**src/rtl/xtr_pkg.sv**
```systemverilog
package xtr_pkg;

    typedef enum logic [1:0] {
        KIND_SEQ  = 2'b00,
        KIND_BR   = 2'b01,
        KIND_INTR = 2'b10,
        KIND_EXC  = 2'b11
    } ev_kind_e;

    typedef enum logic [0:0] {
        ST_IDLE    = 1'b0,
        ST_PENDING = 1'b1
    } step_state_e;

    localparam int unsigned CTL_REC_BIT  = 0;
    localparam int unsigned CTL_STEP_BIT = 1;
    localparam int unsigned CTL_PIN_LSB  = 2;

    function automatic logic is_transfer(input ev_kind_e k);
        return k != KIND_SEQ;
    endfunction

    function automatic logic is_exc_class(input ev_kind_e k);
        return (k == KIND_INTR) || (k == KIND_EXC);
    endfunction

endpackage

```
**src/rtl/xtr_ctl_reg.sv**
```systemverilog
module xtr_ctl_reg #(
    parameter int unsigned CTL_W    = 64,
    parameter int unsigned NUM_PINS = 4
) (
    input  logic                clk,
    input  logic                rst_n,
    input  logic                wr_en,
    input  logic [CTL_W-1:0]    wr_data,
    output logic [CTL_W-1:0]    rd_data,
    output logic                rec_en,
    output logic                step_xfer,
    output logic [NUM_PINS-1:0] pin_sel
);
    import xtr_pkg::*;

    localparam int unsigned CFG_W = CTL_PIN_LSB + NUM_PINS;

    logic [CFG_W-1:0] cfg_q;
    logic             unused_rsvd;

    assign unused_rsvd = ^wr_data[CTL_W-1:CFG_W];

    always_ff @(posedge clk) begin
        if (!rst_n) begin
            cfg_q <= '0;
        end else if (wr_en) begin
            cfg_q <= wr_data[CFG_W-1:0];
        end
    end

    always_comb begin
        rd_data            = '0;
        rd_data[CFG_W-1:0] = cfg_q;
    end

    assign rec_en    = cfg_q[CTL_REC_BIT];
    assign step_xfer = cfg_q[CTL_STEP_BIT];
    assign pin_sel   = cfg_q[CFG_W-1:CTL_PIN_LSB];

    // written low field is what reads back next cycle
    assert_ctl_readback_R2: assert property (@(posedge clk) disable iff (!rst_n)
        wr_en |=> rd_data[CFG_W-1:0] == $past(wr_data[CFG_W-1:0]));

    // without a write the register holds
    assert_ctl_hold_R2: assert property (@(posedge clk) disable iff (!rst_n)
        !wr_en |=> $stable(rd_data));

endmodule

```
**src/rtl/xtr_addr_pair.sv**
```systemverilog
module xtr_addr_pair #(
    parameter int unsigned ADDR_W = 64
) (
    input  logic              clk,
    input  logic              rst_n,
    input  logic              load,
    input  logic [ADDR_W-1:0] src_i,
    input  logic [ADDR_W-1:0] dst_i,
    output logic [ADDR_W-1:0] src_q,
    output logic [ADDR_W-1:0] dst_q
);

    always_ff @(posedge clk) begin
        if (!rst_n) begin
            src_q <= '0;
            dst_q <= '0;
        end else if (load) begin
            src_q <= src_i;
            dst_q <= dst_i;
        end
    end

    // contents change only through a load
    assert_pair_hold_R6: assert property (@(posedge clk) disable iff (!rst_n)
        !load |=> $stable(src_q) && $stable(dst_q));

endmodule

```
**src/rtl/xtr_step_fsm.sv**
```systemverilog
module xtr_step_fsm (
    input  logic clk,
    input  logic rst_n,
    input  logic ev_valid,
    input  logic ev_xfer,
    input  logic trap_flag,
    input  logic step_xfer,
    input  logic trap_ack,
    output logic pending
);
    import xtr_pkg::*;

    step_state_e state_q, state_d;
    logic        qualify;

    // which events arm the trap
    always_comb begin
        qualify = ev_valid && trap_flag && (!step_xfer || ev_xfer);
    end

    always_comb begin
        state_d = state_q;
        unique case (state_q)
            ST_IDLE:    if (qualify)  state_d = ST_PENDING; // T_ARM
            ST_PENDING: if (trap_ack) state_d = ST_IDLE;    // T_ACK
            default:    state_d = ST_IDLE;
        endcase
    end

    always_ff @(posedge clk) begin
        if (!rst_n) state_q <= ST_IDLE;
        else        state_q <= state_d;
    end

    always_comb begin
        pending = (state_q == ST_PENDING);
    end

    // arming needs the trap flag on an event
    assert_arm_cause_R9: assert property (@(posedge clk) disable iff (!rst_n)
        $rose(pending) |-> $past(ev_valid && trap_flag));

    // sequential events never arm in transfer-step mode
    assert_xfer_only_R8: assert property (@(posedge clk) disable iff (!rst_n)
        (!pending && step_xfer && !ev_xfer) |=> !pending);

    // trap held until acknowledged, cleared right after
    assert_hold_until_ack_R10: assert property (@(posedge clk) disable iff (!rst_n)
        (pending && !trap_ack) |=> pending);
    assert_ack_clears_R10: assert property (@(posedge clk) disable iff (!rst_n)
        (pending && trap_ack) |=> !pending);

endmodule

```
**src/rtl/xtr_pin_mux.sv**
```systemverilog
module xtr_pin_mux #(
    parameter int unsigned NUM_PINS = 4
) (
    input  logic [NUM_PINS-1:0] pin_sel,
    input  logic [NUM_PINS-1:0] perf_sig,
    input  logic [NUM_PINS-1:0] bkpt_hit,
    output logic [NUM_PINS-1:0] pin_out
);

    for (genvar i = 0; i < NUM_PINS; i++) begin : g_pin
        assign pin_out[i] = pin_sel[i] ? bkpt_hit[i] : perf_sig[i];
    end

endmodule

```
**src/rtl/xfer_trace_unit.sv**
```systemverilog
module xfer_trace_unit #(
    parameter int unsigned ADDR_W   = 64,
    parameter int unsigned CTL_W    = 64,
    parameter int unsigned NUM_PINS = 4
) (
    input  logic                clk,
    input  logic                rst_n,
    input  logic                ctl_wr_en,
    input  logic [CTL_W-1:0]    ctl_wr_data,
    output logic [CTL_W-1:0]    ctl_rd_data,
    input  logic                trap_flag,
    input  logic                ev_valid,
    input  logic [1:0]          ev_kind,
    input  logic [ADDR_W-1:0]   ev_from,
    input  logic [ADDR_W-1:0]   ev_to,
    input  logic                trap_ack,
    input  logic [NUM_PINS-1:0] perf_sig,
    input  logic [NUM_PINS-1:0] bkpt_hit,
    output logic [NUM_PINS-1:0] status_pin,
    output logic                step_trap,
    output logic [ADDR_W-1:0]   br_from,
    output logic [ADDR_W-1:0]   br_to,
    output logic [ADDR_W-1:0]   exc_from,
    output logic [ADDR_W-1:0]   exc_to
);
    import xtr_pkg::*;

    ev_kind_e            kind;
    logic                rec_en;
    logic                step_xfer;
    logic [NUM_PINS-1:0] pin_sel;
    logic                pending;
    logic                rec_ok;
    logic                load_br;
    logic                load_exc;

    assign kind = ev_kind_e'(ev_kind);

    xtr_ctl_reg #(.CTL_W(CTL_W), .NUM_PINS(NUM_PINS)) u_ctl (
        .clk(clk), .rst_n(rst_n), .wr_en(ctl_wr_en), .wr_data(ctl_wr_data),
        .rd_data(ctl_rd_data), .rec_en(rec_en), .step_xfer(step_xfer),
        .pin_sel(pin_sel)
    );

    xtr_step_fsm u_step (
        .clk(clk), .rst_n(rst_n), .ev_valid(ev_valid),
        .ev_xfer(is_transfer(kind)), .trap_flag(trap_flag),
        .step_xfer(step_xfer), .trap_ack(trap_ack), .pending(pending)
    );

    // recording gated by enable and by a pending trap
    assign rec_ok   = ev_valid && rec_en && !pending;
    assign load_br  = rec_ok && (kind == KIND_BR);
    assign load_exc = rec_ok && is_exc_class(kind);

    xtr_addr_pair #(.ADDR_W(ADDR_W)) u_br_pair (
        .clk(clk), .rst_n(rst_n), .load(load_br), .src_i(ev_from),
        .dst_i(ev_to), .src_q(br_from), .dst_q(br_to)
    );

    xtr_addr_pair #(.ADDR_W(ADDR_W)) u_exc_pair (
        .clk(clk), .rst_n(rst_n), .load(load_exc), .src_i(ev_from),
        .dst_i(ev_to), .src_q(exc_from), .dst_q(exc_to)
    );

    xtr_pin_mux #(.NUM_PINS(NUM_PINS)) u_pins (
        .pin_sel(pin_sel), .perf_sig(perf_sig), .bkpt_hit(bkpt_hit),
        .pin_out(status_pin)
    );

    assign step_trap = pending;

    // a pending trap freezes both pairs
    assert_freeze_R10: assert property (@(posedge clk) disable iff (!rst_n)
        step_trap |=> $stable(br_from) && $stable(br_to)
                   && $stable(exc_from) && $stable(exc_to));

    // branch capture lands on the branch pair only
    assert_br_capture_R4: assert property (@(posedge clk) disable iff (!rst_n)
        (ev_valid && ev_kind == 2'b01 && ctl_rd_data[0] && !step_trap)
        |=> br_to == $past(ev_to) && br_from == $past(ev_from) && $stable(exc_to));

    // sequential events leave every pair alone
    assert_seq_no_rec_R6: assert property (@(posedge clk) disable iff (!rst_n)
        (ev_valid && ev_kind == 2'b00) |=> $stable(br_to) && $stable(exc_to));

    // reserved readback bits are always zero
    assert_rsvd_zero_R2: assert property (@(posedge clk) disable iff (!rst_n)
        ctl_rd_data[CTL_W-1:CTL_PIN_LSB+NUM_PINS] == '0);

endmodule

```
**config.mk**
```make
export PLATFORM = sky130hd
export DESIGN_NAME = xfer_trace_unit
export DESIGN_NICKNAME = d
export VERILOG_FILES = /design/src/rtl/xtr_pkg.sv /design/src/rtl/xtr_ctl_reg.sv /design/src/rtl/xtr_addr_pair.sv /design/src/rtl/xtr_step_fsm.sv /design/src/rtl/xtr_pin_mux.sv /design/src/rtl/xfer_trace_unit.sv
export SDC_FILE = /design/constraint.sdc
export NUM_CORES = 1
export LEC_CHECK = 0
export ABC_AREA = 1
export ABC_CLOCK_PERIOD_IN_PS = 3100
export BUFFER_PORTS_ARGS = -buffer_cell sky130_fd_sc_hd__buf_2
export CORE_AREA = 4 4 207 209
export CTS_BUF_LIST = sky130_fd_sc_hd__clkbuf_8 sky130_fd_sc_hd__clkbuf_16
export CTS_CLUSTER_DIAMETER = 30
export CTS_CLUSTER_SIZE = 24
export DETAILED_ROUTE_END_ITERATION = 7
export DIE_AREA = 0 0 211 213
export SLEW_MARGIN = 5
export SYNTH_ARGS = -nofsm -noshare
export SYNTH_HDL_FRONTEND = slang
export SYNTH_HIERARCHICAL = 1
export SYNTH_SLANG_ARGS = --single-unit
export TNS_END_PERCENT = 5
```
**constraint.sdc**
```tcl
create_clock -name clk -period 3.1 [get_ports clk]
set_input_delay 0.31 -clock clk [delete_from_list [all_inputs] [get_ports clk]]
set_output_delay 0.31 -clock clk [all_outputs]
set_load 0.01 [all_outputs]
```
After elaboration in Yosys (flattened, before gate mapping)
Index checks and enable logic that the tools add are counted.
- eq/ne operators: 3
- muxes and demuxes: 7
- bitwise gates (word level): 1
- reductions and logical operators: 11
- operators with widths (operator ; number):
    1-bit logical AND ; 6
    1-bit two-way mux ; 6
    2-bit == test (second input constant) ; 2
    2-bit by 1-bit == test with 1-bit output (second input constant) ; 1
    1-bit zero test ; 2
    1-bit logical OR ; 2
    1-bit case mux with 2 select lines ; 1
    2-bit nonzero test ; 1
    1-bit NOT ; 1
- register bits: 263
- input port bits: 208

Longest topological paths before layout
Gate-level depths: netlist of run 1.
- depth in word-level cells: 5
- depth in mapped cells: 8

By module
The synthesis of run 1 kept the hierarchy.
- by module, submodules not included (module ; instances ; cells an instance ; area an instance (µm²)):
    xtr_addr_pair ; 2 ; 810 ; 5185.0
    xtr_ctl_reg ; 1 ; 102 ; 740.7
    xtr_pin_mux ; 1 ; 16 ; 60.1
    xtr_step_fsm ; 1 ; 10 ; 58.8
    xfer_trace_unit ; 1 ; 7 ; 30.0

Worst setup path after synthesis of run 1
Ideal clock, no wire load.
- path type: register to register
- from: register u_step.state_q, in the netlist u_step/pending
- to: register u_exc_pair.dst_q[10]
- setup time: 0.113 ns
- arrival: 1.111 ns
- setup slack: 1.877 ns
- stages on the path, launching flop included: 9
- buffers on the path: 2
- period minus slack after synthesis: 1.223 ns
- path through: dfxtp_1 inv_1 nand3_1 nor2_1 buf_2 buf_2 nand2_1 nand2_1 nor2_1
- word-level cells in the longest chain between the ends: 3
- RTL lines (what ; RTL line ; source):
    start: declaration ; xtr_step_fsm.sv:13 ; step_state_e state_q, state_d;
    start signal: assignment ; xtr_step_fsm.sv:32 ; else state_q <= state_d;
    1-bit zero test ; xfer_trace_unit.sv:52 ; assign rec_ok = ev_valid && rec_en && !pending;
    1-bit logical AND ; xfer_trace_unit.sv:52 ;
    1-bit logical AND ; xfer_trace_unit.sv:54 ; assign load_exc = rec_ok && is_exc_class(kind);
    via load_exc ; xfer_trace_unit.sv:35 ; logic load_exc;
    end signal: assignment ; xtr_addr_pair.sv:19 ; dst_q <= dst_i;
    end: declaration ; xtr_addr_pair.sv:10 ; output logic [ADDR_W-1:0] dst_q
The timed path passes the listed nets, and every way through them passes these cells.
A chain may end at the register's enable or synchronous reset.

Worst setup path after layout of run 1
- from: register u_ctl.cfg_q[0]
- to: register u_br_pair.dst_q[58]
- word-level cells in the longest chain between the ends: 3
- RTL lines (what ; RTL line ; source):
    start: declaration ; xtr_ctl_reg.sv:18 ; logic [CFG_W-1:0] cfg_q;
    start signal: assignment ; xtr_ctl_reg.sv:27 ; cfg_q <= wr_data[CFG_W-1:0];
    1-bit logical AND (2 in series) ; xfer_trace_unit.sv:52 ;
    1-bit logical AND ; xfer_trace_unit.sv:53 ; assign load_br = rec_ok && (kind == KIND_BR);
    via load_br ; xfer_trace_unit.sv:34 ; logic load_br;
    end signal: assignment ; xtr_addr_pair.sv:19 ;
    end: declaration ; xtr_addr_pair.sv:10 ;
The timed path passes the listed nets, and every way through them passes these cells.

==> results of run 1 <==
## routing by layer
metal,vias to the layer above,routed length [um],global-route usage
li1,5714,-,-
met1,4913,14410,0.1699
met2,411,15770,0.2338
met3,63,3853,0.06788
met4,6,980,0.06416
met5,-,28,0
## report_power, final
part | total (mW) | internal [mW] | leakage (nW) | switching (mW)
Sequential | 3.55 | 3.50 | 2.13 | 0.0545
Clock | 7.57 | 5.39 | 1.26 | 2.18
Combinational | 0.762 | 0.295 | 5.61 | 0.467
Total | 11.9 | 9.18 | 9.00 | 2.70
## state kept, by name, summed over array words and instances (netlist names)
register,flops
u_step/pending,1
u_exc_pair/src_q,64
u_br_pair/src_q,64
u_exc_pair/dst_q,64
u_ctl/cfg_q,6
u_br_pair/dst_q,64
## stage by stage
step,utilization,cells
final,0.3951,2766
after global routing,0.3950,2764
after CTS,0.3950,2763
after detailed placement,0.3311,2627
after global placement,0.3311,2627
after floorplan,-,1812
## worst max-delay path by stage
stage                   start                    to  slack (ns)  depth (start not counted)
2_1_floorplan  u_step/pending  u_exc_pair/dst_q[10]        1.88                          8
3_3_place_gp       ev_kind[1]    u_br_pair/src_q[0]        1.19                          9
3_5_place_dp       ev_kind[1]    u_br_pair/src_q[0]        1.19                          9
4_1_cts        u_ctl/cfg_q[0]   u_br_pair/dst_q[58]        1.21                          7
5_1_grt        u_ctl/cfg_q[0]    u_br_pair/src_q[2]        1.03                          7
6_report       u_ctl/cfg_q[0]   u_br_pair/dst_q[58]        1.21                          7
## worst min-delay path: stages
cell and delay [ns]:
sky130_fd_sc_hd__buf_2 0.07, sky130_fd_sc_hd__inv_1 0.03, sky130_fd_sc_hd__nand2_1 0.05, sky130_fd_sc_hd__nand2_1 0.04
sky130_fd_sc_hd__nor2_1 0.07
## timing repair
item / 4_1_cts / 5_1_grt
hold buffers: 9 / 0
endpoints found under the setup margin: 0 / 0
endpoints found under the hold margin: 10 / 0
## area by class of cell
cell class	instances	area, sq um
fill	4277	24700
sequential	263	5265
multi-input combinational	1129	4274
timing repair buffer	441	2389
clock buffer	80	1912
inverter	271	1017
tap	532	665.6
clock inverter	47	604.3
antenna	3	7.507
## Yosys cell counts, drive strengths merged
cell and n:
nand3 1, nor2 526, nand2 542, buf 149, a21oi 1, dfxtp 263
conb 1, inv 271, or2 1
## logic make-up after synthesis
kind of cell	Yosys count	share of synthesized area
buffers and inverters	420	0.1731
AOI/OAI and AO/OA	1	0.0007780
and+or+nand+nor	1070	0.3582
other	1	0.0003331
DFF	263	0.4676
==> out/results.md, run 1 <==
| Stage | Item | Reported |
| --- | --- | --- |
| outcome | Run status | completed |
| detailed routing | Total Routed Length | 35050 um |
| worst setup path | Cells along the critical path | nand3_1 -> nor2_4 -> buf_12 -> buf_12 -> nand2_1 -> nand2_1 -> nor2_1 |
| cells and area | # nets final | 2385 |
| floorplanning | Die Height | 213 um |
| worst setup path | End of the worst register-to-register path | u_br_pair/dst_q[58] |
| floorplanning | # IOs | 533 |
| yosys | Cell type contributing the most total cell area after synthesis | sky130_fd_sc_hd__dfxtp_1 |
| clocking | Number of resized instances in the post-cts repair step | 0 |
| yosys | Leading cell types by total area after synthesis | sky130_fd_sc_hd__dfxtp_1 (47%), sky130_fd_sc_hd__nand2_1 (18%), sky130_fd_sc_hd__nor2_1 (17%) |
| run | Max capacitance violation total | 0 |
| clocking | TritonCTS buffer count | 71 |
| timing | Number of pins with negative max-slew slack in the final report | 0 |
| yosys | Syn Inst Count | 1755 |
| yosys | Flip-flop and latch count after synthesis | 263 |
| worst hold path | Worst Hold Path Cells | 5 |
| detailed routing | Number of nets still failing antenna checks after routing | 0 |
| yosys | Netlist area before placement | 11260 sq um |
| cells and area | Most frequent standard cell in the layout excluding fill and tap cells | sky130_fd_sc_hd__nand2_1 |
| global route | Wire length of the first global-routing pass | 53190 um |
| pwr | Leak Pwr | 9.004 nW |
| worst hold path | Hold_sp | ctl_wr_data[3] |
| cells and area | Layout overhead on the synthesized area | 43.29% |
| placement | Pre-CTS worst setup slack | 1.193 ns |
| global route | Number of global-route vias before repair | 10377 |
| clocking | Htree depth | 3 |
| timing | Final total negative setup slack | 0 ns |
| floorplanning | Core outline area | 40830 sq um |
| placement | Count of buffers inserted at the top-level ports | 416 |
| detailed routing | Total via count in the routed design | 11107 |
| worst setup path | Type of destination of the critical path | flop |
| detailed routing | Post-route DRC | 0 |
| worst setup path | Startpoint-to-endpoint class of the critical path | flop to flop |
| timing | Finish-stage setup viols | 0 |
| timing | Layout Skew | 0.02010 ns |
| detailed routing | Pre-Repair DR Iteration Count | 4 |
| worst hold path | Hold Crit Class | input pin to flop |
| floorplanning | Floorplan die width | 211 um |
| placement | Final weighted congestion of routability-driven global placement | 0.8592 |
| clocking | TritonCTS clock tree | done |
| timing | Post-route minimum period | 1.893 ns |
| worst setup path | Critical path's top delay family | simple AND/OR/NAND/NOR gates |
| pwr | Peak ir drop on the vdd network | 0.4020 mV |
| placement | Detailed placement HPWL | 24590 um |
| clocking | Clock input transition at the sequential cells of the worst setup and hold paths | 0.04 ns |
| worst setup path | Worst flop-to-flop path startpoint | u_ctl/cfg_q[0] |
| timing | Max_slew headroom | 0.5285 |
| pwr | Power density over cell area | 736.2 nW/um^2 |
| global route | Sum of overflow across all layers after global routing | 0 |
| timing | Transition time at the pin with the least slew margin | 0.7073 ns |
| worst setup path | Crit path launch type | flop |
| cells and area | Most frequent cells in the layout | sky130_fd_sc_hd__nand2_1 (542), sky130_fd_sc_hd__nor2_1 (519), sky130_fd_sc_hd__buf_2 (415) |
| yosys | Synthesis warning total | 6 |
| worst setup path | Arrival time at the worst endpoint | 2.34 ns |
| timing | Final worst hold slack | 0.04961 ns |
| global route | Overall track demand over capacity in global routing | 0.1467 |
| worst setup path | Flop2flop setup slack | 1.21 ns |
| placement | Area after DPL | 13520 sq um |
| global route | Initial antenna violation count | 5 |
| floorplanning | Die Outline Area | 44940 sq um |
| worst setup path | CP Data Required Time | 3.54 ns |
| yosys | Seq/Total Area, Yosys | 0.4676 |
| clocking | Post-CTS setup buffer count | 0 |
| clocking | Clock latency of the later-clocked register in the worst-skew pair | 0.57 ns |
| worst setup path | Total buffers and inverters traversed by the critical path | 2 |
| cells and area | Total non-filler cell area in the finished layout | 16130 sq um |
| timing | Final worst-path cycle share | 0.6107 |
| worst setup path | CP peak stage delay | 0.45 ns |
| yosys | Yosys top cell area share | 0.4676 |
| detailed routing | DR WL/cell | 12.67 um |
| yosys | Synthesized area divided by synthesized cell count | 6.416 sq um |
| timing | RSZ-0062 raised after global routing | false |
| clocking | Clock tree root buffer cell | sky130_fd_sc_hd__clkbuf_16 |
| floorplanning | Starting utilization of the core area | 0.2758 |
| pwr | Sum of internal, switching and leakage power | 11.88 mW |
| worst setup path | Logic depth of the worst register-to-register path | 7 |
| clocking | Clock tree sinks | 263 |
| timing | Final setup slack of the worst path | 1.207 ns |
| worst setup path | Cell at the slowest stage of the critical path | sky130_fd_sc_hd__nor2_4 |
| timing | Upper clock frequency limit | 528.2 MHz |
| worst hold path | Hold Path Sink | u_ctl/cfg_q[3] |
| worst setup path | CP max FO | 41 |
| yosys | Unique masters post-synth | 12 |
| detailed routing | Via-to-Cell Ratio | 4.016 |
| global route | Pin count of the biggest net entering global routing | 150 |
| floorplanning | Rows | 74 |
| cells and area | Share of cells above drive strength 1 | 0.2483 |
| clocking | Deepest clock path buffer count | 3 |
| timing | Final hold violations | 0 |
| detailed routing | First-iteration detailed-routing DRC count | 477 |
Note: power is estimated with default switching activity, not from simulation.
==> run 2: changes to the inputs <==
- ABC_CLOCK_PERIOD_IN_PS: 3100 -> 1950
- clock period: 3.1 -> 1.95 ns (I/O delays scaled with it)
==> run 2 against run 1 <==
Register-to-register slack worse by 0.93 ns. Combinational power up 92%. Fmax up 13%. Routed wire length up 4.7%. Core utilization up 3.4 points. Total power up 57%. Highest routed layer is now met4. Worst hold slack better by 0.0094 ns. Cell area up 8.7%. Die area unchanged. Sequential cell count unchanged. Clock power up 53%.
==> out/results.md, run 2 (same netlist as run 1, synthesis figures left out) <==
| Stage | Item | Reported |
| --- | --- | --- |
| worst setup path | Total buffers and inverters traversed by the critical path | 3 |
| clocking | TritonCTS clock tree | done |
| cells and area | Area used by sequential logic in the layout | 5265 sq um |
| placement | Count of buffers inserted at the top-level ports | 416 |
| detailed routing | DR WL/cell | 12.62 um |
| global route | Initial antenna violation count | 0 |
| worst setup path | Arrival time at the worst endpoint | 2.11 ns |
| cells and area | Most frequent standard cell in the layout excluding fill and tap cells | sky130_fd_sc_hd__nand2_1 |
| pwr | Peak ir drop on the vdd network | 0.8698 mV |
| floorplanning | Core outline area | 40830 sq um |
| clocking | Number of resized instances in the post-cts repair step | 0 |
| worst setup path | Type of destination of the critical path | flop |
| clocking | CTS hold repair buffers | 136 |
| pwr | Power density over cell area | 1066 nW/um^2 |
| worst hold path | Hold Crit Class | input pin to flop |
| clocking | Post-CTS setup buffer count | 0 |
| placement | Detailed placement HPWL | 25790 um |
| timing | Number of pins with negative max-slew slack in the final report | 0 |
| cells and area | Area of the multi-input gates | 4274 sq um |
| timing | Layout Skew | 0.01299 ns |
| worst setup path | CP Data Required Time | 2.38 ns |
| worst setup path | Crit path launch type | flop |
| clocking | Clock latency of the later-clocked register in the worst-skew pair | 0.55 ns |
| placement | Final weighted congestion of routability-driven global placement | 0.8845 |
| clocking | Clock tree root buffer cell | sky130_fd_sc_hd__clkbuf_16 |
| detailed routing | First-iteration detailed-routing DRC count | 584 |
| global route | Overall track demand over capacity in global routing | 0.1547 |
| timing | Finish-stage setup viols | 0 |
| global route | Sum of overflow across all layers after global routing | 0 |
| floorplanning | Die Outline Area | 44940 sq um |
| detailed routing | Pre-Repair DR Iteration Count | 5 |
| detailed routing | Number of nets still failing antenna checks after routing | 0 |
| pwr | Sum of internal, switching and leakage power | 18.69 mW |
| floorplanning | Die Height | 213 um |
| cells and area | Layout overhead on the synthesized area | 55.74% |
| worst setup path | CP max FO | 40 |
| cells and area | Most frequent cells in the layout | sky130_fd_sc_hd__nand2_1 (542), sky130_fd_sc_hd__nor2_1 (519), sky130_fd_sc_hd__buf_2 (415) |
| floorplanning | Rows | 74 |
| clocking | Clock tree sinks | 263 |
| worst setup path | Startpoint-to-endpoint class of the critical path | flop to flop |
| timing | Upper clock frequency limit | 596.2 MHz |
| clocking | Clock input transition at the sequential cells of the worst setup and hold paths | 0.04 ns |
| global route | Wire length of the first global-routing pass | 57010 um |
| floorplanning | # IOs | 533 |
| floorplanning | Floorplan die width | 211 um |
| worst setup path | Cells along the critical path | inv_1 -> nand3_1 -> nor2_4 -> buf_12 -> buf_4 -> nand2_1 -> nand2_1 -> nor2_1 |
| worst setup path | Cell at the slowest stage of the critical path | sky130_fd_sc_hd__dfxtp_1 |
| global route | Pin count of the biggest net entering global routing | 63 |
| run | Max capacitance violation total | 0 |
| outcome | Run status | completed |
| timing | Post-route minimum period | 1.677 ns |
| timing | Final hold violations | 0 |
| clocking | Deepest clock path buffer count | 3 |
| worst setup path | Most numerous cell on the critical path | sky130_fd_sc_hd__nand2_1 |
| detailed routing | Post-route DRC | 0 |
| worst setup path | Critical path's top delay family | buffers and inverters |
| timing | RSZ-0062 raised after global routing | false |
| cells and area | Share of cells above drive strength 1 | 0.2447 |
| floorplanning | Starting utilization of the core area | 0.2758 |
| timing | Final total negative setup slack | 0 ns |
| cells and area | # nets final | 2531 |
| cells and area | Number of antenna repair diodes | 0 |
| detailed routing | Via-to-Cell Ratio | 4.025 |
| timing | Final worst-path cycle share | 0.8602 |
| global route | Number of global-route vias before repair | 11586 |
| pwr | Leak Pwr | 9.599 nW |
| detailed routing | Total Routed Length | 36720 um |
| timing | Final worst hold slack | 0.05901 ns |
| clocking | TritonCTS buffer count | 69 |
| cells and area | Count of fill cells added during filler insertion | 4115 |
| detailed routing | Total via count in the routed design | 11713 |
| clocking | Htree depth | 3 |
| worst setup path | CP peak stage delay | 0.33 ns |
## run 2: tightest hold or removal path, stage by stage
cell and delay (ns):
sky130_fd_sc_hd__buf_2 0.18, sky130_fd_sc_hd__nor2_1 0.11, sky130_fd_sc_hd__nor2_1 0.06
## run 2: report_power, final
group | internal, mW | leakage (nW) | switching (mW) | total, mW
combinational | 0.660 | 6.26 | 0.804 | 1.46
sequential | 5.55 | 2.13 | 0.0871 | 5.64
clock | 8.18 | 1.20 | 3.41 | 11.6
## run 2: stage by stage
stage | util | cells | area, sq um | setup WS, ns
5_1_grt | 0.4295 | 2910 | 17540 | 0.1675
6_report | 0.4295 | 2910 | 17540 | 0.2726
4_1_cts | 0.4295 | 2910 | 17540 | 0.3326
2_1_floorplan | - | 1812 | 11470 | 0.7265
3_3_place_gp | 0.3365 | 2648 | 13740 | 0.3665
3_5_place_dp | 0.3365 | 2648 | 13740 | 0.3346
## run 2: final timing paths
check	start	end	slack, ns	depth (start not counted)
max	u_step/pending	u_exc_pair/dst_q[19]	0.27	8
min	ctl_wr_en	u_ctl/cfg_q[3]	0.06	3
max reg2reg	u_step/pending	u_exc_pair/dst_q[19]	0.27	8
min reg2reg	u_exc_pair/src_q[22]	u_exc_pair/src_q[22]	0.46	2
## run 2: area by class of cell
| cell class | instances | area share |
|---|---|---|
| Sequential cell | 263 | 0.3002 |
| Tap cell | 532 | 0.03796 |
| Inverter | 271 | 0.05801 |
| Multi-Input combinational cell | 1129 | 0.2437 |
| Clock inverter | 41 | 0.02647 |
| Timing Repair Buffer | 589 | 0.2213 |
| Clock buffer | 85 | 0.1123 |
## run 2: metal layers
layer / routed length, um / GRT usage / share of wire / up-vias
met5: 0 / 0 / 0 / -
met1: 14860 / 0.1759 / 0.40 / 5198
met4: 1100 / 0.06483 / 0.030 / 0
met3: 3526 / 0.06068 / 0.096 / 74
met2: 17230 / 0.2601 / 0.47 / 437
li1: - / - / - / 6004
==> run 3: changes to the inputs <==
- ABC_AREA: 1 -> 0
- CORE_AREA: 4 4 207 209 -> 4 4 205 207
- DIE_AREA: 0 0 211 213 -> 0 0 209 211
==> run 3 against run 2 <==
Via count decreased by 28%. Fmax decreased by 8.4%. Register-to-register slack worse by 0.15 ns. Sequential power decreased by 2%. Combinational power is 31% lower. Cell area down 3.6%. Sequential cell count did not move. Worst hold slack gained 0.044 ns. Critical path depth is 2 lower. Clock-buffer cell count decreased by 5. Total power is 1.5% higher. Critical path type unchanged.
==> out/results.md, run 3 <==
| Stage | Item | Reported |
| --- | --- | --- |
| cells and area | Most frequent cells in the layout | sky130_fd_sc_hd__buf_2 (415), sky130_fd_sc_hd__nor2b_1 (263), sky130_fd_sc_hd__dfxtp_1 (263) |
| yosys | Synthesized area divided by synthesized cell count | 11.72 sq um |
| global route | Overall track demand over capacity in global routing | 0.1379 |
| clocking | Clock tree sinks | 263 |
| clocking | Htree depth | 3 |
| clocking | TritonCTS buffer count | 71 |
| global route | Global-route layer with the greatest usage | met2 |
| floorplanning | Starting utilization of the core area | 0.2673 |
| clocking | Clock tree root buffer cell | sky130_fd_sc_hd__clkbuf_16 |
| floorplanning | Die Height | 211 um |
| yosys | Netlist area before placement | 10790 sq um |
| placement | Detailed placement HPWL | 21220 um |
| placement | Count of buffers inserted at the top-level ports | 416 |
| yosys | Cell type contributing the most total cell area after synthesis | sky130_fd_sc_hd__dfxtp_1 |
| pwr | Power density over cell area | 1122 nW/um^2 |
| pwr | Leak Pwr | 7.163 nW |
| floorplanning | Rows | 74 |
| clocking | Clock latency of the later-clocked register in the worst-skew pair | 0.57 ns |
| pwr | Sw power | 4.023 mW |
| clocking | TritonCTS clock tree | done |
| timing | Final hold violations | 0 |
| global route | Initial antenna violation count | 0 |
| yosys | Syn Inst Count | 921 |
| detailed routing | First-iteration detailed-routing DRC count | 232 |
| placement | Final weighted congestion of routability-driven global placement | 0.8184 |
| floorplanning | Floorplan die width | 209 um |
| timing | Layout Skew | 0.01978 ns |
| pwr | Sw frac | 0.2120 |
| global route | Sum of overflow across all layers after global routing | 0 |
| cells and area | Share of cells above drive strength 1 | 0.3644 |
| timing | RSZ-0062 raised after global routing | false |
| yosys | Seq/Total Area, Yosys | 0.4879 |
| cells and area | # nets final | 1717 |
| detailed routing | Total via count in the routed design | 8468 |
| worst hold path | Hold Crit Class | input pin to flop |
| yosys | Synthesis warning total | 6 |
| yosys | Prevailing post-synth register cell | sky130_fd_sc_hd__dfxtp_1 |
| global route | Wire length of the first global-routing pass | 49470 um |
| worst setup path | CP max FO | 6 |
| floorplanning | Core outline area | 40370 sq um |
| pwr | Cell internal power dissipation | 14.95 mW |
| clocking | Deepest clock path buffer count | 3 |
| detailed routing | Post-route DRC | 0 |
| cells and area | Count of fill cells added during filler insertion | 3854 |
| run | Max capacitance violation total | 0 |
| detailed routing | Number of nets still failing antenna checks after routing | 0 |
| worst setup path | Crit path launch type | flop |
| clocking | Post-CTS setup buffer count | 0 |
| cells and area | Most frequent standard cell in the layout excluding fill and tap cells | sky130_fd_sc_hd__buf_2 |
| yosys | FFs w/ async S/R, synth | 0 |
| global route | Pin count of the biggest net entering global routing | 101 |
| timing | Post-route minimum period | 1.831 ns |
| pwr | Combinational group share of total power | 0.053 |
| timing | Number of pins with negative max-slew slack in the final report | 0 |
| worst setup path | Arrival time at the worst endpoint | 2.26 ns |
| global route | Met1 Use GR | 0.1556 |
| clocking | Clock input transition at the sequential cells of the worst setup and hold paths | 0.05 ns |
| clocking | CTS hold repair buffers | 136 |
| pwr | Clock power share | 0.656 |
| detailed routing | Via-to-Cell Ratio | 4.034 |
| worst setup path | Startpoint-to-endpoint class of the critical path | flop to flop |
| outcome | Run status | completed |
| clocking | Number of resized instances in the post-cts repair step | 0 |
| yosys | Number of synthesized flops with an enable pin | 0 |
| worst setup path | CP Data Required Time | 2.38 ns |
| timing | Upper clock frequency limit | 546.0 MHz |
| worst setup path | Type of destination of the critical path | flop |
| yosys | Yosys top cell area share | 0.4879 |
| pwr | Sum of internal, switching and leakage power | 18.97 mW |
| cells and area | Layout overhead on the synthesized area | 56.68% |
| detailed routing | Total Routed Length | 31950 um |
| pwr | Peak ir drop on the vdd network | 0.6628 mV |
| timing | Final worst-path cycle share | 0.9392 |
| detailed routing | Pre-Repair DR Iteration Count | 4 |
| yosys | Commonest cells in the netlist | sky130_fd_sc_hd__dfxtp_1 (263), sky130_fd_sc_hd__nor2b_1 (263), sky130_fd_sc_hd__mux2i_1 (262), sky130_fd_sc_hd__buf_4 (64), sky130_fd_sc_hd__clkbuf_1 (28) |
| yosys | Leading cell types by total area after synthesis | sky130_fd_sc_hd__dfxtp_1 (49%), sky130_fd_sc_hd__mux2i_1 (24%), sky130_fd_sc_hd__nor2b_1 (15%) |
| yosys | Flip-flop and latch count after synthesis | 263 |
| pwr | Part of the power in registers | 0.291 |
| cells and area | Number of antenna repair diodes | 0 |
| timing | Final worst hold slack | 0.1028 ns |
| floorplanning | Die Outline Area | 44100 sq um |
| timing | Final total negative setup slack | 0 ns |
| global route | GRT met2 Usage | 0.2271 |
| global route | Number of global-route vias before repair | 9112 |
| floorplanning | # IOs | 533 |
| yosys | Unique masters post-synth | 16 |
| global route | Global routing usage on met3 | 0.05198 |
| cells and area | Final core utilization | 0.4188 |
| timing | Finish-stage setup viols | 0 |
| detailed routing | DR WL/cell | 15.22 um |
-- run 3: changes by cell type after synthesis, sizes merged, moves of 56 or more --
cell	delta
nand2	-541
nor2	-526
inv	-271
nor2b	+263
mux2i	+262
buf	-56
-- run 3: area by class of cell --
cell class	instances	area, sq um	area share
multi-input cells	594	4613	0.2729
repair buffers	579	3761	0.2225
clock buffers	80	1923	0.1138
flip-flops and latches	263	5265	0.3114
well taps	532	665.6	0.03937
clock inverters	51	678.2	0.04011
-- run 3: logic make-up (layout without fill, tap and decap cells) --
family,after synthesis,in the layout,synth area share
simple gates,269,269,0.1570
compound gates,1,1,0.0004634
other cells,1,58,0.0003475
buf+inv,121,710,0.1056
mux,266,266,0.2486
flops,263,263,0.4879
-- run 3: power by group through the flow --
stage | Combinational (mW) | Sequential (mW) | Clock [mW]
after floorplan | 0.509 | 5.64 | 0
after global placement | 0.776 | 5.61 | 0
after detailed placement | 0.789 | 5.61 | 0
after CTS | 1.01 | 5.52 | 12.7
after global routing | 1.10 | 5.52 | 13.1
final | 1.01 | 5.52 | 12.4
-- run 3: critical path, cell delays in order, from the launching register on --
cell,delay [ns]
sky130_fd_sc_hd__dfxtp_1,0.37
sky130_fd_sc_hd__nand2_1,0.13
sky130_fd_sc_hd__nor4b_4,0.31
sky130_fd_sc_hd__buf_4,0.28
sky130_fd_sc_hd__buf_4,0.22
sky130_fd_sc_hd__mux2i_1,0.28
sky130_fd_sc_hd__nor2b_1,0.10
-- run 3: path summary, 6_finish.rpt --
check | cells past startpoint | slack (ns) | endpoint | startpoint
worst min-delay path | 2 | 0.10 | u_br_pair/src_q[62] | rst_n
worst min register to register | 2 | 0.50 | u_br_pair/src_q[28] | u_br_pair/src_q[28]
worst max-delay path | 6 | 0.12 | u_br_pair/dst_q[20] | u_ctl/cfg_q[0]
worst max register to register | 6 | 0.12 | u_br_pair/dst_q[20] | u_ctl/cfg_q[0]
-- run 3: per-layer routing --
layer	share of wire	up-vias
met5	0	-
met2	0.48	359
li1	-	4124
met1	0.40	3913
met3	0.084	72
met4	0.037	0
-- run 3: metrics by stage --
step / setup WS (ns) / area, sq um / cells
2_1_floorplan: 0.4160 / 11000 / 978
3_5_place_dp: 0.1898 / 12940 / 1832
4_1_cts: 0.1517 / 16910 / 2099
5_1_grt: 0.02343 / 16910 / 2099
3_3_place_gp: 0.2727 / 12940 / 1832
6_report: 0.1185 / 16910 / 2099
